===== config.mk =====
export PLATFORM = sky130hd
export DESIGN_NAME = priv_trap_ctrl
export DESIGN_NICKNAME = d
export VERILOG_FILES = /design/src/rtl/ptc_pkg.sv /design/src/rtl/ptc_decode.sv /design/src/rtl/ptc_ring.sv /design/src/rtl/ptc_irq.sv /design/src/rtl/ptc_issue.sv /design/src/rtl/priv_trap_ctrl.sv
export SDC_FILE = /design/constraint.sdc
export NUM_CORES = 1
export LEC_CHECK = 0
export BUFFER_PORTS_ARGS = -buffer_cell sky130_fd_sc_hd__buf_4
export CORE_UTILIZATION = 40
export DETAILED_ROUTE_END_ITERATION = 8
export PLACE_DENSITY = 0.75
export SETUP_SLACK_MARGIN = 0.05
export SLEW_MARGIN = 25
export SYNTH_ARGS = -nofsm -noshare
export SYNTH_HDL_FRONTEND = slang
export SYNTH_SLANG_ARGS = --single-unit

===== constraint.sdc =====
create_clock -name clk -period 1.05 [get_ports clk]
set_input_delay 0.0525 -clock clk [delete_from_list [all_inputs] [get_ports clk]]
set_output_delay 0.0525 -clock clk [all_outputs]
set_load 0.005 [all_outputs]

===== src/rtl/ptc_pkg.sv =====
package ptc_pkg;
  localparam int unsigned OP_W_DEF  = 8;
  localparam int unsigned VEC_W_DEF = 8;
  localparam int unsigned N_MGMT_DEF = 10;
  localparam logic [OP_W_DEF-1:0] MGMT_BASE_DEF = 8'h10;

  // position of each management opcode relative to the base; order is decoded
  typedef enum int unsigned {
    MG_RING_ON  = 0,
    MG_RING_OFF = 1,
    MG_LAUNCH   = 2,
    MG_RESUME   = 3,
    MG_EXIT     = 4,
    MG_CLEAR    = 5,
    MG_MIGRATE  = 6,
    MG_MIG_INIT = 7,
    MG_IMP_INIT = 8,
    MG_IMPORT   = 9
  } mgmt_idx_e;
endpackage


===== src/rtl/ptc_decode.sv =====
module ptc_decode #(
  parameter int unsigned OP_W = 8,
  parameter int unsigned N_MGMT = 10,
  parameter logic [OP_W-1:0] BASE = 8'h10
) (
  input  logic [OP_W-1:0]   op,
  output logic [N_MGMT-1:0] hit,
  output logic              mgmt
);
  for (genvar i = 0; i < N_MGMT; i++) begin : g_slot
    localparam logic [OP_W-1:0] CODE = BASE + OP_W'(i);
    assign hit[i] = (op == CODE);
  end

  assign mgmt = |hit;

  // at most one management slot matches an opcode
  always_comb begin
    a_r2_single_class: assert ($onehot0(hit));
  end
endmodule


===== src/rtl/ptc_ring.sv =====
module ptc_ring (
  input  logic clk,
  input  logic rst_n,
  input  logic trap,
  input  logic do_on,
  input  logic do_off,
  input  logic enter_guest,
  input  logic intr_pend,
  output logic ring,
  output logic lvl2_en
);
  logic ring_q, en_q;
  logic guest_go;

  assign guest_go = enter_guest && en_q && !intr_pend;

  always_ff @(posedge clk) begin
    if (!rst_n) begin
      ring_q <= 1'b0;
      en_q   <= 1'b0;
    end else begin
      if (do_on)  en_q <= 1'b1;
      if (do_off) en_q <= 1'b0;
      if (trap || do_off)  ring_q <= 1'b0;
      else if (guest_go)   ring_q <= 1'b1;
    end
  end

  assign ring    = ring_q;
  assign lvl2_en = en_q;

  // guest ring disabled means privilege register at zero
  a_r8_off_forces_ring0: assert property (@(posedge clk) disable iff (!rst_n)
    !lvl2_en |-> !ring);

  // entering the guest ring needs the enable and a request
  a_r9_guest_entry: assert property (@(posedge clk) disable iff (!rst_n)
    $rose(ring) |-> $past(en_q) && $past(enter_guest) && !$past(intr_pend));

  // a trap always leaves the register at zero
  a_r5_trap_clears: assert property (@(posedge clk) disable iff (!rst_n)
    trap |=> !ring);
endmodule


===== src/rtl/ptc_irq.sv =====
module ptc_irq #(
  parameter int unsigned OP_W = 8,
  parameter int unsigned VEC_W = 8,
  parameter logic [VEC_W-1:0] VECTOR = 8'h2A
) (
  input  logic            clk,
  input  logic            rst_n,
  input  logic            trap,
  input  logic [OP_W-1:0] op_in,
  input  logic            ack,
  output logic            intr,
  output logic [VEC_W-1:0] vec,
  output logic [OP_W-1:0] trap_op
);
  logic            pend_q;
  logic [OP_W-1:0] top_q;

  always_ff @(posedge clk) begin
    if (!rst_n) begin
      pend_q <= 1'b0;
      top_q  <= '0;
    end else begin
      if (trap) begin
        pend_q <= 1'b1;
        top_q  <= op_in;
      end else if (ack && pend_q) begin
        pend_q <= 1'b0;
      end
    end
  end

  assign intr    = pend_q;
  assign vec     = VECTOR;
  assign trap_op = top_q;

  // request held until acknowledged
  a_r6_hold_until_ack: assert property (@(posedge clk) disable iff (!rst_n)
    intr && !ack |=> intr);

  // acknowledge drops the request
  a_r6_ack_releases: assert property (@(posedge clk) disable iff (!rst_n)
    intr && ack |=> !intr);

  // recorded opcode only moves on a trap
  a_r10_sticky_op: assert property (@(posedge clk) disable iff (!rst_n)
    !trap |=> $stable(trap_op));
endmodule


===== src/rtl/ptc_issue.sv =====
module ptc_issue #(
  parameter int unsigned OP_W = 8
) (
  input  logic            clk,
  input  logic            rst_n,
  input  logic            fire,
  input  logic [OP_W-1:0] op_in,
  input  logic            mgmt_in,
  output logic            exe_valid,
  output logic [OP_W-1:0] exe_op,
  output logic            exe_mgmt
);
  logic            v_q, m_q;
  logic [OP_W-1:0] op_q;

  always_ff @(posedge clk) begin
    if (!rst_n) begin
      v_q  <= 1'b0;
      m_q  <= 1'b0;
      op_q <= '0;
    end else begin
      v_q <= fire;
      if (fire) begin
        op_q <= op_in;
        m_q  <= mgmt_in;
      end
    end
  end

  assign exe_valid = v_q;
  assign exe_op    = op_q;
  assign exe_mgmt  = m_q;
endmodule


===== src/rtl/priv_trap_ctrl.sv =====
module priv_trap_ctrl #(
  parameter int unsigned OP_W = ptc_pkg::OP_W_DEF,
  parameter int unsigned VEC_W = ptc_pkg::VEC_W_DEF,
  parameter int unsigned N_MGMT = ptc_pkg::N_MGMT_DEF,
  parameter logic [OP_W-1:0] MGMT_BASE = ptc_pkg::MGMT_BASE_DEF,
  parameter logic [VEC_W-1:0] VECTOR = 8'h2A
) (
  input  logic             clk,
  input  logic             rst_n,
  input  logic             cmd_valid,
  output logic             cmd_ready,
  input  logic [OP_W-1:0]  cmd_op,
  input  logic             enter_guest,
  output logic             exe_valid,
  output logic [OP_W-1:0]  exe_op,
  output logic             exe_mgmt,
  output logic             intr,
  output logic [VEC_W-1:0] intr_vec,
  input  logic             intr_ack,
  output logic             ring,
  output logic             lvl2_en,
  output logic [OP_W-1:0]  trap_op
);
  import ptc_pkg::*;

  localparam int unsigned IDX_ON  = int'(MG_RING_ON);
  localparam int unsigned IDX_OFF = int'(MG_RING_OFF);

  logic [N_MGMT-1:0] hit;
  logic mgmt, accept, trap, fire, do_on, do_off;

  ptc_decode #(.OP_W(OP_W), .N_MGMT(N_MGMT), .BASE(MGMT_BASE)) u_dec (
    .op(cmd_op), .hit(hit), .mgmt(mgmt)
  );

  assign cmd_ready = !intr;
  assign accept    = cmd_valid && cmd_ready;
  assign trap      = accept && mgmt && ring;
  assign fire      = accept && !trap;
  assign do_on     = fire && hit[IDX_ON];
  assign do_off    = fire && hit[IDX_OFF];

  ptc_ring u_ring (
    .clk(clk), .rst_n(rst_n), .trap(trap), .do_on(do_on), .do_off(do_off),
    .enter_guest(enter_guest), .intr_pend(intr), .ring(ring), .lvl2_en(lvl2_en)
  );

  ptc_irq #(.OP_W(OP_W), .VEC_W(VEC_W), .VECTOR(VECTOR)) u_irq (
    .clk(clk), .rst_n(rst_n), .trap(trap), .op_in(cmd_op), .ack(intr_ack),
    .intr(intr), .vec(intr_vec), .trap_op(trap_op)
  );

  ptc_issue #(.OP_W(OP_W)) u_iss (
    .clk(clk), .rst_n(rst_n), .fire(fire), .op_in(cmd_op), .mgmt_in(mgmt),
    .exe_valid(exe_valid), .exe_op(exe_op), .exe_mgmt(exe_mgmt)
  );

  // management command in guest ring is trapped, not executed
  a_r5_trap_no_exec: assert property (@(posedge clk) disable iff (!rst_n)
    cmd_valid && cmd_ready && mgmt && ring |=>
      !exe_valid && intr && !ring && intr_vec == VECTOR && trap_op == $past(cmd_op));

  // management command in hypervisor ring executes
  a_r4_ring0_exec: assert property (@(posedge clk) disable iff (!rst_n)
    cmd_valid && cmd_ready && mgmt && !ring |=>
      exe_valid && exe_mgmt && exe_op == $past(cmd_op));

  // ordinary command executes in either ring
  a_r3_plain_exec: assert property (@(posedge clk) disable iff (!rst_n)
    cmd_valid && cmd_ready && !mgmt |=>
      exe_valid && !exe_mgmt && exe_op == $past(cmd_op));

  // nothing executes from a cycle without a handshake
  a_r11_no_handshake_no_exec: assert property (@(posedge clk) disable iff (!rst_n)
    !(cmd_valid && cmd_ready) |=> !exe_valid);
endmodule


==> impl_metrics.py, run 1 <==
metrics = {
    "clock_tree": {
        "clkLatencyLatePin_ns": 0.31,
        "clockRootBuffer": "clkbuf_4",
        "clock_sinks": 21,
        "cts_tree": "built",
        "cts_max_level": 1,
        "cts.clk_slew.worst_paths_ns": 0.12,
        "cts_buffers": 3,
        "clk_path_buf_depth": 2,
    },
    "critical_path": {
        "slowest_stage": "dfxtp_4",
        "cp-start-kind": "flip-flop",
        "crit_buf_inv": 1,
        "path_class": "reg -> reg",
        "r2r_start": "u_irq.intr$_SDFFE_PN0P_",
        "worst_ep_required_time_ns": 1.31,
        "path_depth": 4,
        "crit_family": "simple AND/OR/NAND/NOR gates",
        "rr_worst_depth": 4,
        "arrival_ns": 1.31,
        "r2r_end": "u_iss.exe_op[2]$_SDFFE_PN0N_",
        "rrSetupSlack_ns": -0.0004,
        "cp_max_fo": 9,
        "critPathCaptureType": "flip-flop",
        "slowest_delay_ns": 0.39,
        "path_cells": "nor2b_4 -> buf_6 -> nand4b_1 -> nand4_1",
    },
    "yosys": {
        "async_flop_share": 0,
        "synth_edf_count": 0,
        "syn_area_um2": 1109,
        "synthFlopType": "dfxtp_1",
        "ys_seq_area_frac": 0.3792,
        "postSynthAreaPerCell_um2": 9.162,
        "ys_warn_count": 0,
        "ys_ff_latch": 21,
        "synth.distinct_cells": 32,
        "synthCells": 121,
    },
    "global_route": {
        "use_met2": 0.3454,
        "met1_usage": 0.2700,
        "grt_usage": 0.2098,
        "grt.overflow.total": 0,
        "grt_pass1_vias": 946,
        "grt_start_max_net_pins": 34,
        "grt_pass1_wl_um": 4464,
        "antenna_found_initial": 0,
        "grt_use_met3": 0.06111,
        "busiest_layer": "met2",
    },
    "min_path": {
        "whs_path_depth": 3,
        "worstHoldEndpoint": "u_irq.intr$_SDFFE_PN0P_",
        "hold_path_class": "in -> reg",
        "min-delay-start": "intr_ack",
    },
    "sta": {
        "slew_violations": 0,
        "rsz0062_at_grt": "yes",
        "fin_ws_ns": -0.0003973,
        "finalSetupViolations": 1,
        "fin_crit_sh": 1.000,
        "hold_violations": 0,
        "fin_skew_ns": 0.003521,
        "max_clock_freq_ghz": 0.9520,
        "finalCriticalPeriod_ns": 1.050,
    },
    "power": {
        "fin_total_pwr_mw": 1.529,
        "vdd_ir_drop_max_uv": 914.1,
        "p_leak_nw": 0.7278,
        "power_density_nw_per_um2": 966.2,
    },
    "cells_and_area": {
        "fin_nets": 177,
        "area_growth_pct": 42.78,
        "final_cell_mix": "37 x buf_4, 19 x dfxtp_1, 15 x nand3_1, 12 x nand2_1, 9 x and3_1",
        "fin_area_um2": 1583,
        "utilization": 0.6219,
        "antenna_cells": 0,
        "drive_gt1_frac": 0.4294,
        "layout_commonest_cell": "buf_4",
    },
    "run_status": {
        "status": "complete, but fails checks",
        "violations": "setup timing",
    },
    "die": {
        "core_area_um2": 2545,
        "die_w_um": 54.65,
        "pin_count": 43,
        "fp.dieArea_um2": 2986,
        "die_y_um": 54.65,
        "initial_core_util": 0.4356,
        "fp-row-count": 18,
    },
    "detailed_routing": {
        "drt_wl_total_um": 2967,
        "drtIter0Drc": 24,
        "routedWlPerCell_um": 15.37,
        "drc": 0,
        "vias": 1076,
        "vias_per_cell": 5.575,
        "firstDrtPassIters": 5,
        "ant_nets": 0,
    },
    "place": {
        "preCtsSetupSlack_ns": -0.1210,
        "placedInstanceArea_um2": 1405,
        "dp_hpwl_um": 1968,
        "numPortBuffers": 34,
        "gp_congestion": 0.7520,
    },
    "flow_run": {
        "max-cap-violations": 0,
    },
}
==> logic make-up (layout without fill, tap and decap cells) <==
| group | Yosys count | in the layout | synth area share |
|---|---|---|---|
| simple gates | 60 | 61 | 0.3431 |
| flops | 21 | 21 | 0.3792 |
| buf+inv | 19 | 54 | 0.1083 |
| other cells | 2 | 8 | 0.006775 |
| mux | 4 | 4 | 0.03612 |
| compound gates | 15 | 15 | 0.1264 |
==> worst max path at each step <==
stage / startpoint / endpoint
after floorplan: u_irq.intr$_SDFFE_PN0P_ / u_ring.ring$_SDFFE_PP0P_
after global placement: cmd_op[7] / u_iss.exe_op[1]$_SDFFE_PN0N_
after detailed placement: cmd_op[7] / u_iss.exe_op[2]$_SDFFE_PN0N_
after CTS: u_irq.intr$_SDFFE_PN0P_ / u_iss.exe_op[2]$_SDFFE_PN0N_
after global routing: u_irq.intr$_SDFFE_PN0P_ / u_irq.trap_op[3]$_SDFFE_PN0P_
final: u_irq.intr$_SDFFE_PN0P_ / u_iss.exe_op[2]$_SDFFE_PN0N_
==> routing by layer <==
layer	vias to the layer above	wire length [um]
met1	515	1338
met5	-	0
met2	40	1430
met4	0	4
met3	2	193
li1	519	-
==> metrics by stage <==
stage	cells	hold slack (ns)	setup TNS (ns)
final	193	0.02182	-0.0003973
after global routing	193	0.01666	-0.1830
after CTS	191	0.004771	0
after detailed placement	184	0.3454	-1.569
after global placement	184	0.3090	-0.9334
after floorplan	127	0.1913	-0.003877
==> flip-flops by register name (all words and copies together) (netlist names) <==
signal and cells:
u_irq.trap_op 8, u_iss.exe_op 8, u_irq.intr 1, u_iss.exe_mgmt 1, u_iss.exe_valid 1, u_ring.lvl2_en 1
u_ring.ring 1
==> worst min-delay path: cells and delay by family <==
family	cells	cell delay, ns
AOI/OAI and AO/OA	1	0.06
buffers and inverters	1	0.08
and+or+nand+nor	1	0.11
==> cells in the mapped netlist (2+ instances only) <==
library cell / number / area share
nand2b_1: 2 / 0.011
nand2_1: 12 / 0.041
dfxtp_1: 21 / 0.38
and3_1: 10 / 0.056
buf_2: 3 / 0.014
nand3_1: 17 / 0.077
inv_1: 2 / 0.0068
o221ai_2: 3 / 0.041
nand4b_1: 5 / 0.040
mux2i_1: 4 / 0.036
clkbuf_1: 2 / 0.0068
conb_1: 2 / 0.0068
o2111ai_1: 2 / 0.016
nand4_1: 6 / 0.034
buf_4: 10 / 0.068
a211o_1: 3 / 0.024
a21boi_1: 2 / 0.014
==> power breakdown <==
group          switching [mW]  internal, mW  leakage, nW  total, mW
Sequential             0.0228         0.821        0.173      0.844
Clock                   0.257         0.142       0.0177      0.400
Combinational           0.142         0.144        0.537      0.286
Total                   0.422          1.11        0.728       1.53
==> cell type report <==
class,count,area [um^2]
clock buffer,3,22.52
tap,30,37.54
sequential,21,427.9
clock inverter,1,5.005
inverter,2,10.01
fill,225,962.2
multi-input combinational,88,656.9
timing repair buffer,48,422.9
==> what timing repair did <==
item	CTS	global route
endpoints found under the hold margin	0	1
setup endpoints to repair	23	22
cloned	1	1
hold buffers	0	1
gates resized for setup	13	9
buffers inserted	2	0
pin swaps	5	1
Power figures use the tool's default switching activity.
==> run 2: changes to the inputs <==
Settings changed: CELL_PAD_IN_SITES_DETAIL_PLACEMENT set to 1, CELL_PAD_IN_SITES_GLOBAL_PLACEMENT set to 1, CORE_UTILIZATION 40 to 31, PLACE_DENSITY 0.75 to 0.79.
==> run 2 against run 1 <==
  * Global-route usage shrank 4.0 points
  * Utilization fell by 16 points
  * Routed wire length up 4.4%
  * Clock skew shrank 0.0028 ns
  * Clock-buffer cell count is 1 higher
  * Die area increased by 28%
  * The flow still finishes with violations (setup timing)
  * Critical endpoint unchanged
  * Sequential share of layout area is 0.26 points higher
  * Critical path type unchanged
  * Design area down 0.95%
  * Non-clock buffer count increased by 1
==> impl_metrics.py, run 2 (synthesized netlist as in run 1, its figures left out) <==
metrics = {
    "run_status": {
        "status": "complete, but fails checks",
        "violations": "setup timing",
    },
    "power": {
        "fin_total_pwr_mw": 1.514,
        "vdd_ir_drop_max_uv": 387.5,
        "switching_share": 0.2707,
        "combPwrFrac": 0.183,
        "intPower_mw": 1.104,
        "power_density_nw_per_um2": 965.6,
        "p_leak_nw": 0.7192,
        "p_switching_mw": 0.4098,
        "seq_power_share": 0.557,
        "clockPowerShare": 0.260,
    },
    "global_route": {
        "grt_pass1_wl_um": 4781,
        "antenna_found_initial": 0,
        "grt.overflow.total": 0,
        "grt_pass1_vias": 992,
        "grt_start_max_net_pins": 33,
        "grt_usage": 0.1700,
    },
    "detailed_routing": {
        "drt_wl_total_um": 3099,
        "ant_nets": 0,
        "routedWlPerCell_um": 14.76,
        "vias_per_cell": 5.129,
        "firstDrtPassIters": 4,
        "drtIter0Drc": 36,
        "vias": 1077,
        "drc": 0,
    },
    "critical_path": {
        "slowest_delay_ns": 0.39,
        "slowest_stage": "dfxtp_4",
        "crit_buf_inv": 1,
        "worst_ep_required_time_ns": 1.30,
        "cp-start-kind": "flip-flop",
        "cp_max_fo": 4,
        "critPathCaptureType": "flip-flop",
        "path_class": "reg -> reg",
        "path_cells": "nor2b_4 -> buf_2 -> nand4b_1 -> nand4_1",
        "arrival_ns": 1.33,
        "crit_family": "simple AND/OR/NAND/NOR gates",
    },
    "clock_tree": {
        "cts_tree": "built",
        "cts_buffers": 3,
        "clk_path_buf_depth": 2,
        "clkLatencyLatePin_ns": 0.30,
        "cts_max_level": 1,
        "clockRootBuffer": "clkbuf_4",
        "clock_sinks": 21,
        "cts.clk_slew.worst_paths_ns": 0.12,
    },
    "die": {
        "fp.dieArea_um2": 3819,
        "core_area_um2": 3390,
        "fp-row-count": 21,
        "die_w_um": 61.80,
        "die_y_um": 61.80,
        "initial_core_util": 0.3271,
        "pin_count": 43,
    },
    "sta": {
        "rsz0062_at_grt": "yes",
        "fin_skew_ns": 0.0007033,
        "fin_hold_ws_ns": 0.02896,
        "fin_ws_ns": -0.03378,
        "slew_violations": 0,
        "hold_violations": 0,
        "setup-tns-final_ns": -0.03378,
        "finalCriticalPeriod_ns": 1.084,
        "fin_crit_sh": 1.032,
        "finalSetupViolations": 1,
        "max_clock_freq_ghz": 0.9227,
    },
    "place": {
        "dp.cells": 202,
        "preCtsSetupSlack_ns": -0.1623,
        "dp_hpwl_um": 2220,
        "placedInstanceArea_um2": 1428,
        "numPortBuffers": 34,
        "gp_congestion": 0.8440,
    },
    "cells_and_area": {
        "antenna_cells": 0,
        "fin_area_um2": 1568,
        "drive_gt1_frac": 0.4207,
        "area_growth_pct": 41.42,
        "final_cell_mix": "40 x buf_4, 19 x dfxtp_1, 15 x nand3_1, 12 x nand2_1, 10 x and3_1",
        "utilization": 0.4625,
        "instances_no_fill": 210,
        "layout_commonest_cell": "buf_4",
        "fin_nets": 178,
    },
    "min_path": {
        "hold_path_class": "in -> reg",
    },
    "flow_run": {
        "max-cap-violations": 0,
    },
}
==> run 2: cell count changes in the layout (fill, tap and decap cells not counted) <==
cell,before,now
buf_4,37,40
and3_1,9,10
and3_4,1,0
buf_12,1,0
buf_2,0,1
buf_6,8,7
clkbuf_1,0,1
clkbuf_16,1,0
clkinv_2,1,0
==> run 2: metal layers <==
layer | share of wire | vias up | global-route usage
met5 | 0 | - | 0
met4 | 0.0061 | 0 | 0.03810
met3 | 0.036 | 2 | 0.03106
met2 | 0.50 | 33 | 0.2750
met1 | 0.46 | 523 | 0.2356
li1 | - | 519 | -
==> run 2: power groups by stage <==
stage	combinational, mW	clock [mW]	sequential (mW)
floorplan	0.136	0	0.864
global placement	0.242	0	0.864
detailed placement	0.252	0	0.866
CTS	0.272	0.419	0.843
global route	0.303	0.469	0.848
finish	0.277	0.394	0.843
==> run 2: area by class of cell <==
| class | count | area (um^2) |
|---|---|---|
| timing repair buffer | 49 | 394.1 |
| fill | 401 | 1822 |
| clock buffer | 4 | 26.28 |
| tap | 46 | 57.56 |
| sequential | 21 | 427.9 |
| multi-input combinational | 88 | 651.9 |
| inverter | 2 | 10.01 |
==> run 2: worst min-delay path, cell delays in order <==
cell	delay [ns]
buf_4	0.14
nand2_1	0.05
mux2i_1	0.05
==> run 2: path summary, 6_finish.rpt <==
kind / startpoint / endpoint / slack [ns] / cells after the start
max: u_irq.intr$_SDFFE_PN0P_ / u_iss.exe_op[2]$_SDFFE_PN0N_ / -0.03 / 4
min: cmd_op[2] / u_irq.trap_op[2]$_SDFFE_PN0P_ / 0.03 / 3
max reg2reg: u_irq.intr$_SDFFE_PN0P_ / u_iss.exe_op[2]$_SDFFE_PN0N_ / -0.03 / 4
min reg2reg: u_irq.trap_op[2]$_SDFFE_PN0P_ / u_irq.trap_op[2]$_SDFFE_PN0P_ / 0.47 / 2
==> run 2: what timing repair did <==
item / CTS / global route
gates cloned: 1 / 1
pin swaps: 3 / 5
gates resized for setup: 14 / 6
hold buffers: 1 / 0
endpoints found under the setup margin: 19 / 23
hold endpoints to repair: 1 / 0
buffers inserted: 1 / 0
